==> src/rtl/zloop_pkg.sv <==
package zloop_pkg;

    localparam int unsigned ZL_WORD_W = 16;
    localparam int unsigned ZL_OPC_W  = 5;
    localparam int unsigned ZL_NI_W   = 4;
    localparam int unsigned ZL_K_W    = 7;

    localparam int unsigned ZL_OPC_LSB = ZL_NI_W + ZL_K_W;
    localparam int unsigned ZL_NI_LSB  = ZL_K_W;

    localparam logic [ZL_OPC_W-1:0] ZL_LOOP_OPC = 5'h0e;

    typedef struct packed {
        logic              is_open;
        logic              is_replay;
        logic [ZL_NI_W-1:0] ni;
        logic [ZL_K_W-1:0]  rem;
    } zl_dec_t;

    typedef enum logic [1:0] {
        ZL_ACT_NONE,
        ZL_ACT_REPEAT,
        ZL_ACT_RESUME,
        ZL_ACT_REPLAY
    } zl_act_e;

endpackage

==> src/rtl/zloop_decode.sv <==
module zloop_decode
    import zloop_pkg::*;
(
    input  logic                 vld,
    input  logic [ZL_WORD_W-1:0] word,
    output zl_dec_t              dec
);

    logic [ZL_OPC_W-1:0] opc_w;
    logic [ZL_NI_W-1:0]  ni_w;
    logic [ZL_K_W-1:0]   k_w;
    logic                hit_w;

    always_comb begin
        opc_w = word[ZL_OPC_LSB +: ZL_OPC_W];
        ni_w  = word[ZL_NI_LSB +: ZL_NI_W];
        k_w   = word[0 +: ZL_K_W];
        hit_w = vld && (opc_w == ZL_LOOP_OPC);

        dec.is_open   = hit_w && (ni_w != '0);
        dec.is_replay = hit_w && (ni_w == '0);
        dec.ni        = ni_w;
        // saturate at zero: K of 0 behaves as K of 1
        dec.rem       = (k_w == '0) ? '0 : (k_w - ZL_K_W'(1));
    end

endmodule

==> src/rtl/zloop_addr.sv <==
module zloop_addr
    import zloop_pkg::*;
#(
    parameter int unsigned PC_W = 16
) (
    input  logic [PC_W-1:0]    pc,
    input  logic [ZL_NI_W-1:0] ni,
    input  logic [PC_W-1:0]    stop_q,
    output logic [PC_W-1:0]    pc_inc,
    output logic [PC_W-1:0]    stop_new,
    output logic               at_stop
);

    always_comb begin
        pc_inc   = pc + PC_W'(1);
        stop_new = pc_inc + PC_W'(ni);
        at_stop  = (pc_inc == stop_q);
    end

endmodule

==> src/rtl/zloop_ctrl.sv <==
module zloop_ctrl
    import zloop_pkg::*;
#(
    parameter int unsigned PC_W = 16
) (
    input  logic                 clk,
    input  logic                 rst_n,
    input  logic                 exec_vld,
    input  logic [ZL_WORD_W-1:0] exec_word,
    input  logic [PC_W-1:0]      exec_pc,
    output logic                 ovr_vld,
    output logic [PC_W-1:0]      ovr_pc,
    output logic                 extra_cyc
);

    typedef struct packed {
        logic [PC_W-1:0]   start;
        logic [PC_W-1:0]   stop;
        logic [ZL_K_W-1:0] cnt;
        logic [PC_W-1:0]   resume;
        logic              resume_vld;
    } zl_state_t;

    zl_state_t st_d, st_q;
    zl_dec_t   dec_w;
    zl_act_e   act_d;
    logic [PC_W-1:0] pc_inc_w;
    logic [PC_W-1:0] stop_new_w;
    logic            at_stop_w;

    zloop_decode u_dec (
        .vld  (exec_vld),
        .word (exec_word),
        .dec  (dec_w)
    );

    zloop_addr #(.PC_W(PC_W)) u_addr (
        .pc       (exec_pc),
        .ni       (dec_w.ni),
        .stop_q   (st_q.stop),
        .pc_inc   (pc_inc_w),
        .stop_new (stop_new_w),
        .at_stop  (at_stop_w)
    );

    always_comb begin
        st_d  = st_q;
        act_d = ZL_ACT_NONE;
        if (exec_vld) begin
            if (dec_w.is_open) begin
                st_d.start      = pc_inc_w;
                st_d.stop       = stop_new_w;
                st_d.cnt        = dec_w.rem;
                st_d.resume_vld = 1'b0;
            end else if (dec_w.is_replay) begin
                act_d           = ZL_ACT_REPLAY;
                st_d.cnt        = dec_w.rem;
                st_d.resume     = pc_inc_w;
                st_d.resume_vld = 1'b1;
            end else if (at_stop_w) begin
                if (st_q.cnt != '0) begin
                    act_d    = ZL_ACT_REPEAT;
                    st_d.cnt = st_q.cnt - ZL_K_W'(1);
                end else if (st_q.resume_vld) begin
                    act_d           = ZL_ACT_RESUME;
                    st_d.resume_vld = 1'b0;
                end
            end
        end

        unique case (act_d)
            ZL_ACT_REPEAT, ZL_ACT_REPLAY: ovr_pc = st_q.start;
            ZL_ACT_RESUME:                ovr_pc = st_q.resume;
            default:                      ovr_pc = pc_inc_w;
        endcase
        ovr_vld   = (act_d != ZL_ACT_NONE);
        extra_cyc = (act_d == ZL_ACT_REPLAY);
    end

    always_ff @(posedge clk or negedge rst_n) begin
        if (!rst_n) begin
            st_q <= '0;
        end else begin
            st_q <= st_d;
        end
    end

endmodule

==> config.mk <==
export PLATFORM = sky130hd
export DESIGN_NAME = zloop_ctrl
export DESIGN_NICKNAME = d
export VERILOG_FILES = /design/src/rtl/zloop_pkg.sv /design/src/rtl/zloop_decode.sv /design/src/rtl/zloop_addr.sv /design/src/rtl/zloop_ctrl.sv
export SDC_FILE = /design/constraint.sdc
export NUM_CORES = 1
export LEC_CHECK = 0
export BUFFER_PORTS_ARGS = -buffer_cell sky130_fd_sc_hd__buf_2
export CAP_MARGIN = 30
export CORE_MARGIN = 3
export CORE_UTILIZATION = 35
export CTS_BUF_LIST = sky130_fd_sc_hd__clkbuf_8 sky130_fd_sc_hd__clkbuf_16
export DETAILED_ROUTE_END_ITERATION = 16
export PLACE_DENSITY_LB_ADDON = 0.3
export SLEW_MARGIN = 20
export SYNTH_ARGS = -nofsm -noshare
export SYNTH_HDL_FRONTEND = slang
export SYNTH_SLANG_ARGS = --single-unit
==> constraint.sdc <==
create_clock -name clk -period 7.45 [get_ports clk]
set_clock_uncertainty 0.15 [all_clocks]
set_input_delay 1.49 -clock clk [delete_from_list [all_inputs] [get_ports clk]]
set_output_delay 1.49 -clock clk [all_outputs]
set_load 0.005 [all_outputs]
Yosys cells after proc, flatten, opt, wreduce, memory -nomap -nowiden

Cells that the tools add are included.

$mul: 0
Bitwise gates (word level): 1
Equal/unequal tests: 6
Divide/modulo/power cells: 0
$add $sub $neg: 4
Muxes and demuxes: 16
Magnitude comparators: 0
Shifts and indexed selects: 0
Reductions and logical operators: 15

Operator list:

| cell                                             | count |
|---|---|
| two-way mux 7 bit                                | 5 |
| one-hot mux 16 bit (2 select lines)              | 1 |
| adder 16 x 1 -> 16 bit, second input constant    | 1 |
| adder 16 x 4 -> 16 bit                           | 1 |
| == test 16 bit                                   | 1 |
| subtractor 7 x 1 -> 7 bit, second input constant | 2 |
| two-way mux 2 bit                                | 6 |
| AND reduction 3 bit                              | 3 |
| logical NOT 7 bit                                | 1 |
| nonzero test 7 bit                               | 1 |
| nonzero test 3 bit                               | 2 |
| == test 5 x 4 -> 1 bit, second input constant    | 1 |
| == test 2 bit, second input constant             | 2 |
| logical NOT 4 bit                                | 1 |
| two-way mux 1 bit                                | 4 |
| nonzero test 4 bit                               | 1 |
| logical AND 1 bit                                | 3 |
| inequality test 3 bit, second input constant     | 1 |
| == test 2 x 1 -> 1 bit, second input constant    | 1 |
| AND reduction 2 bit                              | 1 |
| nonzero test 2 bit                               | 1 |
| OR reduction 2 bit                               | 1 |
| inverter 1 bit                                   | 1 |

Logic and storage cells: 47
Flip-flop bits (word level): 56
Bits in latches: 0
Bits of input ports: 35
Bits in writable memories: 0
Memory bits (read-only): 0
Memories: 0

Depth between registers and ports, before layout

Gate-level depths: netlist (run 1).

Word-level depth: 9
Gate-level depth with buffers: 11

Hierarchy

A second synthesis (run 1) with hierarchy kept.

Cell total of the unflattened synthesis: 402
Area, all modules: 4112.7 µm²

Modules (own cells, without submodules):

| module       | times used | seq. area each (µm²) | area each (µm²) | cells each |
|---|---|---|---|---|
| zloop_ctrl   | 1          | 1401.3               | 2663.8          | 208 |
| zloop_addr   | 1          | 0.0                  | 1222.4          | 161 |
| zloop_decode | 1          | 0.0                  | 226.5           | 33 |

Worst setup path after synthesis (run 1)

No wires, ideal clock.

Path type: input to output
Start: in exec_pc[0]
End: out ovr_pc[0]
Arrival: 3.733 ns
Buffers on the path: 2
Setup slack: 2.077 ns
Cell stages on the path: 10
Path through: ha_1 -> nand3_2 -> nor4_1 -> xnor2_1 -> nand3_1 -> or4_1 -> buf_2 -> clkbuf_1 -> o211ai_1 -> nand3_1

Longest elaborated chain between the ends: 9
Elaborated cells between the ends (all ways): 11
Those cells by class: add/sub (1); eq/ne (4); mux (5); reduce/logical (1)

Ends and longest elaborated chain:

| what                                                    | line             | RTL |
|---|---|---|
| from (decl)                                             | zloop_ctrl.sv:10 | `input logic [PC_W-1:0] exec_pc,` |
| adder 16 x 1 -> 16 bit (*)                              | zloop_addr.sv:15 | `pc_inc = pc + PC_W'(1);` |
| == test 16 bit                                          | zloop_addr.sv:17 | `at_stop = (pc_inc == stop_q);` |
| two-way mux 2 bit                                       | zloop_ctrl.sv:60 | `end else if (at_stop_w) begin` |
| two-way mux 2 bit                                       | zloop_ctrl.sv:55 | `end else if (dec_w.is_replay) begin` |
| two-way mux 2 bit                                       | zloop_ctrl.sv:50 | `if (dec_w.is_open) begin` |
| two-way mux 2 bit                                       | zloop_ctrl.sv:49 | `if (exec_vld) begin` |
| == test 2 bit or == test 2 x 1 -> 1 bit (tied branches) | zloop_ctrl.sv:71 | `unique case (act_d)` |
| OR reduction 2 bit                                      | zloop_ctrl.sv:71 |  |
| one-hot mux 16 bit (2 select lines) (*)                 | zloop_ctrl.sv:71 |  |
| to (decl)                                               | zloop_ctrl.sv:12 | `output logic [PC_W-1:0] ovr_pc,` |

Mark *: on every way between the ends. The rest lies on a longest branch, timed or not.

Worst setup path after layout (run 1)

Start: in exec_pc[0]
End: out ovr_pc[15]

Same word-level chain as after synthesis.

==> flow_summary_export.csv, run 1 <==
group,metric,value,unit
routing,drt-total-wl,12400,microns
timing,fmax,0.155,GHz
worst_setup_path,crit_arrival,4.83,ns
yosys,synth_fa_ha_area_frac,0.0250,
grt,grt_max_degree,57,
clock_network,clk_pin_slew,0.07,ns
cells_and_area,design_area,4780,sq um
yosys,synthesis.instances,517,
clock_network,cts_max_path_buffers,2,
timing,drv_slew,0,
placed_design,dpl.hpwl,9200,microns
floorplanning,row_count,39,
clock_network,cts_tree,"built",
yosys,synth.distinct_cells,69,
worst_setup_path,crit_chain,"buf_2 > ha_1 > nand3_2 > xnor2_2 > o221ai_1 > or4_4 > nor4_4 > nand3_1 > o211ai_1 > buf_2",
grt,grt_use_met3,0.0252,
pwr,clockPowerShare,0.310,
grt,antenna_found_initial,0,
yosys,syn_nets,560,
routing,drt-initial-drc-count,228,
timing,hold_viol,0,
routing,postRouteAntennaNets,0,
yosys,synth_compound_area_frac,0.208,
worst_setup_path,crit_type,"in -> out",
yosys,synth_edf_count,0,
grt,grt-busiest-layer,"met2",
timing,min_period,6.47,ns
cells_and_area,finalNetCount,591,
floorplanning,start_util,0.367,
yosys,yosys-top-cells-count,"nand2_1 (64), o21ai_0 (62), dfrtp_1 (56)",
grt,grt_pass1_wl,19900,microns
worst_setup_path,critPathRequiredTime,5.81,ns
clock_network,ctsHoldBuffers,0,
pwr,p_per_area,183,nW/um^2
worst_setup_path,cp_max_fo,16,
grt,grt_pass1_vias,3833,
worst_setup_path,crit_family,"simple AND/OR/NAND/NOR gates",
yosys,synth_area,4300,sq um
yosys,netlist.area_leader.share,0.326,
cells_and_area,drive_above_1_share,0.162,
cells_and_area,postLayoutCoreUtil,0.408,
worst_setup_path,start_kind,"input port",
yosys,synthMuxAreaShare,0.0125,
timing,setup_viol,0,
run_status,outcome,"finished clean",
cells_and_area,insertedDiodeCount,0,
worst_setup_path,worst_setup_path_end_kind,"output pin",
yosys,netlist_top_cells_area,"dfrtp_1 (33%), o21ai_0 (7.2%), nand2_1 (5.6%)",
clock_network,postCtsSetupBuffers,0,
pwr,ir_worst_vdd,0.103,mV
worst_setup_path,cpMaxStageDelayCell,"nor4_4",
timing,worst_slack,0.980,ns
placed_design,pre_cts_ws,0.999,ns
yosys,synthArstFlopShare,1.00,
worst_setup_path,max_stage_delay,0.85,ns
clock_network,postCtsResizedCells,0,
grt,gr-total-overflow,0,
floorplanning,die_h,117,microns
floorplanning,core-area,11700,sq um
yosys,synth-simple-area-share,0.263,
cells_and_area,syn2layout_area_growth,11.2,%
routing,vias,3916,
yosys,ys_seq_elements,56,
yosys,synthFlopType,"dfrtp_1",
yosys,syn_area_per_cell,8.32,sq um
yosys,synthXorXnorAreaFrac,0.103,
placed_design,gp_congestion,0.904,
routing,drt-pass1-iter-count,7,
pwr,leakage,2.13,nW
clock_network,cts-root-buf,"clkbuf_16",
job,cap_violations,0,
routing,avgRoutedWirePerCell,17.9,microns
floorplanning,io_pins,53,
pwr,intPower,0.000601,W
grt,met2_usage,0.329,
floorplanning,die_area,13600,sq um
yosys,synth.most_common_cell,"nand2_1",
routing,route.detailed.drc,0,
yosys,yosysTopAreaCell,"dfrtp_1",
yosys,ys_warn_count,0,
timing,period_share,0.869,
placed_design,place_area,4620,sq um
pwr,pwr-share-seq,0.433,
timing,rsz0062_at_grt,"false",
timing,max_slew_margin,0.366,
grt,gr-usage-met1,0.239,
cells_and_area,largest_reg_flops,56,
yosys,ys_seq_area_frac,0.326,
clock_network,cts_made_buffers,5,
cells_and_area,regMostFlops,"st_q",
clock_network,clkLatencyLatePin,0.30,ns
clock_network,cts_max_level,2,
routing,vias_per_cell,5.66,
pwr,p_comb_frac,0.258,
grt,grt_usage,0.185,
pwr,p_switching,0.000274,W
clock_network,cts_num_sinks,56,
worst_hold_path,min_path_type,"reg -> reg",
yosys,synth_top_family_by_area,"simple AND/OR/NAND/NOR gates",
pwr,netSwitchingFraction,0.313,
floorplanning,fp.dieW,117,microns
placed_design,portBuffers,52,
worst_setup_path,critPathBufInv,2,
worst_setup_path,path_common_cell,"buf_2",
timing,fin_tns_setup,0,ns
timing,worstMarginPinSlew,0.944,ns
cells_and_area,reg.largest.list,"st_q x56",
==> worst register-to-register path: stages, from the launching register on <==
cell and delay [ns]:
dfrtp_1 0.43, xor2_1 0.20, o211ai_1 0.26, or3b_1 0.42
or4_4 0.49, nor4_4 0.85, a21o_1 0.22, nand2_1 0.05
==> layout by cell type (no fill, tap or decap), types with 4 or more instances in the layout <==
cell and count:
nand2_1 64, o21ai_0 62, dfrtp_1 56, buf_2 52
nand3_1 41, nor2_1 24, xnor2_1 24, inv_1 21
xor2_1 15, o211ai_1 15, o21bai_1 13, a21oi_1 11
nor3_1 10, nor4_1 9, buf_4 8, nand4_1 7
ha_1 7, nand2b_1 6, or3_1 5, a21o_1 5
clkbuf_16 5, o22a_1 4, nor2b_1 4, or4_1 4
or2_2 4, o311ai_0 4, and2_1 4, o221ai_1 4
==> per-layer routing <==
metal / vias to the layer above / wire length, microns
met4: 0 / 197
met5: - / 0
li1: 1921 / -
met3: 17 / 558
met1: 1864 / 5450
met2: 114 / 6160
==> final timing paths <==
path	start	to	slack, ns	cells past startpoint
setup reg to reg	st_q[38]$_DFFE_PN0P_	st_q[0]$_DFFE_PN0P_	4.26	7
min in group asynchronous	rst_n	st_q[25]$_DFFE_PN0P_	1.18	2
hold reg to reg	st_q[48]$_DFFE_PN0P_	st_q[48]$_DFFE_PN0P_	0.32	2
setup / recovery	exec_pc[0]	ovr_pc[15]	0.98	10
max in group asynchronous	rst_n	st_q[33]$_DFFE_PN0P_	5.45	2
hold / removal	st_q[48]$_DFFE_PN0P_	st_q[48]$_DFFE_PN0P_	0.32	2
==> power groups by stage <==
stage          logic [W]  clock network [W]  registers [W]
3_5_place_dp    0.000225                  0       0.000384
4_1_cts         0.000227           0.000278       0.000379
5_1_grt         0.000255           0.000287       0.000384
3_3_place_gp    0.000221                  0       0.000383
6_report        0.000226           0.000271       0.000379
2_1_floorplan   0.000161                  0       0.000374
==> per-stage QoR <==
step | instances | hold WS [ns] | total power [W]
3_3_place_gp | 683 | 0.304 | 0.000604
3_5_place_dp | 684 | 0.311 | 0.000610
6_report | 692 | 0.325 | 0.000876
5_1_grt | 692 | 0.354 | 0.000926
2_1_floorplan | 517 | 0.289 | 0.000535
4_1_cts | 692 | 0.329 | 0.000883
==> cells by family (layout without fill, tap and decap cells) <==
family | count (synthesis) | after routing
multiplexers | 5 | 5
buffers and inverters | 57 | 89
flip-flops | 56 | 56
AND/OR/NAND/NOR | 209 | 209
XOR/XNOR | 44 | 44
AO/OA/AOI/OAI | 138 | 138
adder cells (fa/ha/maj) | 8 | 8
==> cell type report <==
type,count,area [sq um]
Timing Repair Buffer,60,320
Clock buffer,5,125
Multi-Input combinational cell,404,2640
Inverter,21,78.8
Sequential cell,56,1400
Tap cell,143,179
Fill cell,1233,6930
Clock inverter,3,38.8
No activity file was read; power rests on OpenSTA's default activity.
==> run 2: changes to the inputs <==
- ABC_AREA: unset -> 1
==> flow_summary_export.csv, run 2 <==
group,metric,value,unit
run_status,outcome,"finished clean",
timing,fin_tns_setup,0,ns
clock_network,postCtsSetupBuffers,0,
yosys,syn_nets,604,
grt,gr-total-overflow,0,
placed_design,gp_congestion,0.888,
yosys,synthArstFlopShare,1.00,
timing,min_period,5.88,ns
floorplanning,die_h,112,microns
floorplanning,row_count,37,
floorplanning,io_pins,53,
yosys,synth.most_common_cell,"nand2_1",
cells_and_area,drive_above_1_share,0.146,
routing,drt-pass1-iter-count,5,
yosys,syn_area_per_cell,6.97,sq um
clock_network,cts-root-buf,"clkbuf_8",
placed_design,place_area,4270,sq um
cells_and_area,insertedDiodeCount,0,
timing,period_share,0.790,
yosys,synth.distinct_cells,35,
yosys,ys_warn_count,0,
yosys,ys_seq_elements,56,
grt,grt_pass1_vias,3612,
yosys,ys_seq_area_frac,0.358,
worst_setup_path,start_kind,"input port",
floorplanning,fp.dieW,112,microns
grt,grt_usage,0.177,
yosys,synth_edf_count,0,
floorplanning,die_area,12500,sq um
pwr,leakage,2.32,nW
worst_setup_path,crit_arrival,4.24,ns
timing,drv_slew,0,
routing,drt-initial-drc-count,237,
routing,avgRoutedWirePerCell,14.8,microns
worst_setup_path,cp_max_fo,18,
cells_and_area,ff_latch_area,1400,sq um
yosys,yosysTopAreaCell,"dfrtp_1",
clock_network,clkLatencyLatePin,0.31,ns
routing,postRouteAntennaNets,0,
cells_and_area,finalNetCount,651,
yosys,synthesis.instances,561,
routing,vias,3790,
placed_design,portBuffers,52,
routing,vias_per_cell,5.09,
yosys,synthFlopType,"dfrtp_1",
cells_and_area,design_area,4390,sq um
job,cap_violations,0,
cells_and_area,regMostFlops,"st_q",
timing,rsz0062_at_grt,"false",
floorplanning,core-area,10600,sq um
timing,max_slew_margin,0.497,
clock_network,ctsHoldBuffers,0,
routing,drt-total-wl,11000,microns
timing,setup_viol,0,
clock_network,clk_pin_slew,0.11,ns
cells_and_area,largest_reg_flops,56,
grt,grt_max_degree,57,
cells_and_area,fillers,1122,
pwr,ir_worst_vdd,0.0820,mV
placed_design,dpl.hpwl,8310,microns
worst_setup_path,critPathRequiredTime,5.81,ns
worst_hold_path,min_path_type,"reg -> reg",
floorplanning,start_util,0.369,
yosys,synth_area,3910,sq um
clock_network,cts_num_sinks,56,
yosys,netlist.area_leader.share,0.358,
cells_and_area,layout_common_cells,"nand2_1 (164), inv_1 (74), nand3_1 (60)",
grt,grt_pass1_wl,18100,microns
yosys,netlist_top_cells_area,"dfrtp_1 (36%), nand2_1 (16%), nand3_1 (7.7%)",
routing,route.detailed.drc,0,
clock_network,cts_max_level,2,
clock_network,cts_max_path_buffers,2,
clock_network,postCtsResizedCells,0,
clock_network,cts_tree,"built",
worst_setup_path,crit_type,"in -> out",
worst_setup_path,worst_setup_path_end_kind,"output pin",
timing,worstMarginPinSlew,0.747,ns
cells_and_area,layout_commonest_cell,"nand2_1",
pwr,p_per_area,174,nW/um^2
timing,fmax,0.170,GHz
clock_network,cts_made_buffers,5,
cells_and_area,reg.largest.list,"st_q x56",
yosys,yosys-top-cells-count,"nand2_1 (164), inv_1 (73), nand3_1 (60)",
grt,antenna_found_initial,0,
timing,hold_viol,0,
cells_and_area,syn2layout_area_growth,12.3,%
cells_and_area,multi_input_area,2130,sq um
-- run 2: critical path, stage by stage --
cell,delay (ns)
buf_2,0.15
ha_1,0.20
nand2_1,0.07
nor2_1,0.28
nand3_1,0.14
nand2_2,0.18
xor2_1,0.19
nand2_1,0.11
nor2_2,0.17
nand4_1,0.12
nand2_2,0.30
nand2_2,0.35
nand3_1,0.16
nand3_1,0.14
buf_2,0.15
-- run 2: where the power goes --
| group | leakage, nW | switching (W) | total [W] | internal, W |
|---|---|---|---|---|
| logic | 1.54 | 0.000115 | 0.000187 | 0.0000725 |
| registers | 0.716 | 0.0000218 | 0.000370 | 0.000348 |
| clock network | 0.0593 | 0.000108 | 0.000207 | 0.0000989 |
| total | 2.32 | 0.000245 | 0.000764 | 0.000519 |
-- run 2: kinds of logic after synthesis --
family          after synthesis  share of synthesized area
compound gates               71                     0.0989
xor+xnor                     17                     0.0416
fa+ha+maj                     8                     0.0275
buf+inv                      92                     0.0970
flops                        56                      0.358
simple gates                317                      0.377
-- run 2: worst paths after layout --
| kind | startpoint | end | slack [ns] | cells after the start |
|---|---|---|---|---|
| max | exec_pc[0] | ovr_pc[6] | 1.57 | 15 |
| min | st_q[0]$_DFFE_PN0P_ | st_q[0]$_DFFE_PN0P_ | 0.33 | 2 |
| max reg2reg | st_q[24]$_DFFE_PN0P_ | st_q[23]$_DFFE_PN0P_ | 5.09 | 11 |
| min reg2reg | st_q[0]$_DFFE_PN0P_ | st_q[0]$_DFFE_PN0P_ | 0.33 | 2 |
| max in group asynchronous | rst_n | st_q[10]$_DFFE_PN0P_ | 5.49 | 2 |
| min in group asynchronous | rst_n | st_q[35]$_DFFE_PN0P_ | 1.17 | 2 |
-- run 2: area by class of cell --
class	count	area share
clock inverters	3	0.00883
flip-flops and latches	56	0.319
multi-input cells	413	0.485
clock buffers	5	0.0157
inverters	76	0.0650
well taps	136	0.0387
repair buffers	56	0.0678
-- run 2: stage by stage --
stage	hold slack, ns	instances	utilization	setup slack (ns)	power, W
CTS	0.335	744	0.413	1.58	0.000769
global placement	0.304	736	0.403	1.66	0.000556
finish	0.333	745	0.414	1.57	0.000764
global route	0.364	745	0.414	1.29	0.000812
detailed placement	0.309	736	0.403	1.58	0.000562
floorplan	0.292	561	-	2.65	0.000500
-- run 2: metal layers --
layer  GRT usage  share of wire
met5           0              0
met4      0.0470          0.013
met3      0.0250          0.053
met2       0.282           0.45
met1       0.253           0.48
==> run 3: changes to the inputs <==
- clock period: 7.45 -> 5.9 ns (I/O delays scaled with it)
==> flow_summary_export.csv, run 3 (synthesized netlist as in run 2, its figures left out) <==
group,metric,value,unit
timing,fmax,0.196,GHz
worst_setup_path,path_common_cell,"nand2_1",
timing,hold_viol,0,
placed_design,portBuffers,52,
timing,drv_slew,0,
worst_hold_path,min_path_type,"reg -> reg",
clock_network,postCtsSetupBuffers,0,
grt,grt_usage,0.173,
run_status,outcome,"finished clean",
routing,route.detailed.drc,0,
timing,setup_viol,0,
worst_setup_path,cp_max_fo,25,
timing,worstMarginPinSlew,0.782,ns
floorplanning,row_count,37,
worst_setup_path,crit_path_start,"exec_pc[0]",
routing,drt-pass1-iter-count,6,
routing,postRouteAntennaNets,0,
placed_design,numPlacedInstances,739,
floorplanning,io_pins,53,
clock_network,cts_num_sinks,56,
grt,antenna_found_initial,0,
routing,avgRoutedWirePerCell,14.1,microns
worst_setup_path,rr_worst_depth,12,
clock_network,ctsHoldBuffers,0,
worst_setup_path,cpMaxStageDelayCell,"nor2_8",
routing,drt-total-wl,10500,microns
timing,min_period,5.10,ns
cells_and_area,fillers,1114,
worst_setup_path,regToRegSetupSlack,3.56,ns
clock_network,cts_made_buffers,5,
cells_and_area,finalNonFillerCells,747,
worst_setup_path,crit_type,"in -> out",
grt,grt_max_degree,57,
routing,vias_per_cell,5.10,
grt,grt_pass1_vias,3713,
cells_and_area,finalNetCount,653,
cells_and_area,layout_common_cells,"nand2_1 (164), inv_1 (73), nand3_1 (60)",
cells_and_area,insertedDiodeCount,0,
timing,period_share,0.865,
pwr,leakage,2.31,nW
timing,rsz0062_at_grt,"false",
worst_setup_path,worst_setup_path_end_kind,"output pin",
floorplanning,start_util,0.369,
pwr,ir_worst_vdd,0.108,mV
worst_setup_path,crit_chain,"buf_2 > ha_1 > nand2_1 > nor2_1 > nand4_1 > nand2_1 > nand2_1 > nand2_1 > nand2_1 > nor2_1 > nand3_2 > nand2_4 > nand2_4 > nor2_8 > nand2_1 > nand3_1 > buf_2",
timing,max_slew_margin,0.474,
placed_design,dpl.hpwl,8060,microns
worst_setup_path,critical_path.endpoint,"ovr_pc[5]",
cells_and_area,design_area,4390,sq um
placed_design,gp_congestion,0.870,
worst_setup_path,critPathRequiredTime,4.57,ns
cells_and_area,regMostFlops,"st_q",
clock_network,postCtsResizedCells,0,
worst_setup_path,max_stage_delay,0.34,ns
worst_setup_path,start_kind,"input port",
cells_and_area,reg.largest.list,"st_q x56",
worst_setup_path,reg2reg_to,"st_q[23]$_DFFE_PN0P_",
routing,drt-initial-drc-count,250,
clock_network,clk_pin_slew,0.11,ns
clock_network,clkLatencyLatePin,0.31,ns
grt,grt_pass1_wl,18100,microns
placed_design,place_area,4300,sq um
clock_network,cts_tree,"built",
worst_hold_path,hold_start,"st_q[47]$_DFFE_PN0P_",
floorplanning,die_h,112,microns
cells_and_area,layout_commonest_cell,"nand2_1",
floorplanning,fp.dieW,112,microns
routing,vias,3806,
worst_hold_path,holdPathStages,2,
grt,gr-total-overflow,0,
worst_setup_path,reg2reg_from,"st_q[25]$_DFFE_PN0P_",
job,cap_violations,0,
timing,fin_tns_setup,0,ns
floorplanning,die_area,12500,sq um
pwr,p_per_area,210,nW/um^2
cells_and_area,drive_above_1_share,0.151,
clock_network,cts-root-buf,"clkbuf_8",
clock_network,cts_max_level,2,
clock_network,cts_max_path_buffers,2,
cells_and_area,syn2layout_area_growth,12.3,%
floorplanning,core-area,10600,sq um
worst_setup_path,crit_arrival,3.77,ns
cells_and_area,largest_reg_flops,56,
[run 3: cell count changes in the layout (fill, tap and decap cells not counted)]
cell	delta
inv_6	+1
inv_1	-1
buf_4	+2
bufinv_16	-1
clkinvlp_4	+1
[run 3: final cells by class]
cell class / count / area (sq um) / share of cell area
Sequential cell: 56 / 1400 / 0.319
Clock inverter: 3 / 21.3 / 0.00485
Inverter: 76 / 285 / 0.0650
Tap cell: 136 / 170 / 0.0388
Timing Repair Buffer: 58 / 313 / 0.0713
Clock buffer: 5 / 68.8 / 0.0157
Multi-Input combinational cell: 413 / 2130 / 0.485
[run 3: worst min path at each step]
stage	end	slack, ns
floorplan	st_q[0]$_DFFE_PN0P_	0.29
global placement	st_q[0]$_DFFE_PN0P_	0.30
detailed placement	st_q[47]$_DFFE_PN0P_	0.31
CTS	st_q[47]$_DFFE_PN0P_	0.34
global route	st_q[7]$_DFFE_PN0P_	0.36
finish	st_q[47]$_DFFE_PN0P_	0.34
[run 3: power breakdown]
part	total, W	switching [W]	internal [W]
Clock	0.000219	0.000134	0.0000848
Sequential	0.000468	0.0000283	0.000439
Combinational	0.000236	0.000144	0.0000920
[run 3: per-layer routing]
layer / vias to the layer above / part of all wire / global-route usage
met4: 0 / 0.019 / 0.0462
met2: 91 / 0.43 / 0.261
met5: - / 0 / 0
met1: 1772 / 0.50 / 0.257
met3: 17 / 0.049 / 0.0277
li1: 1926 / - / -
[run 3: critical path, delay by kind of cell]
kind / cells / cell delay [ns]
fa+ha+maj: 1 / 0.21
buf+inv: 2 / 0.28
simple gates: 14 / 2.10
[run 3: through the flow]
step / util / total power [W] / setup WS (ns) / hold slack, ns
6_report: 0.414 / 0.000923 / 0.796 / 0.339
2_1_floorplan: - / 0.000631 / 1.72 / 0.292
5_1_grt: 0.414 / 0.000992 / 0.508 / 0.359
4_1_cts: 0.414 / 0.000932 / 0.802 / 0.339
3_3_place_gp: 0.404 / 0.000705 / 0.908 / 0.305
3_5_place_dp: 0.406 / 0.000711 / 0.826 / 0.310
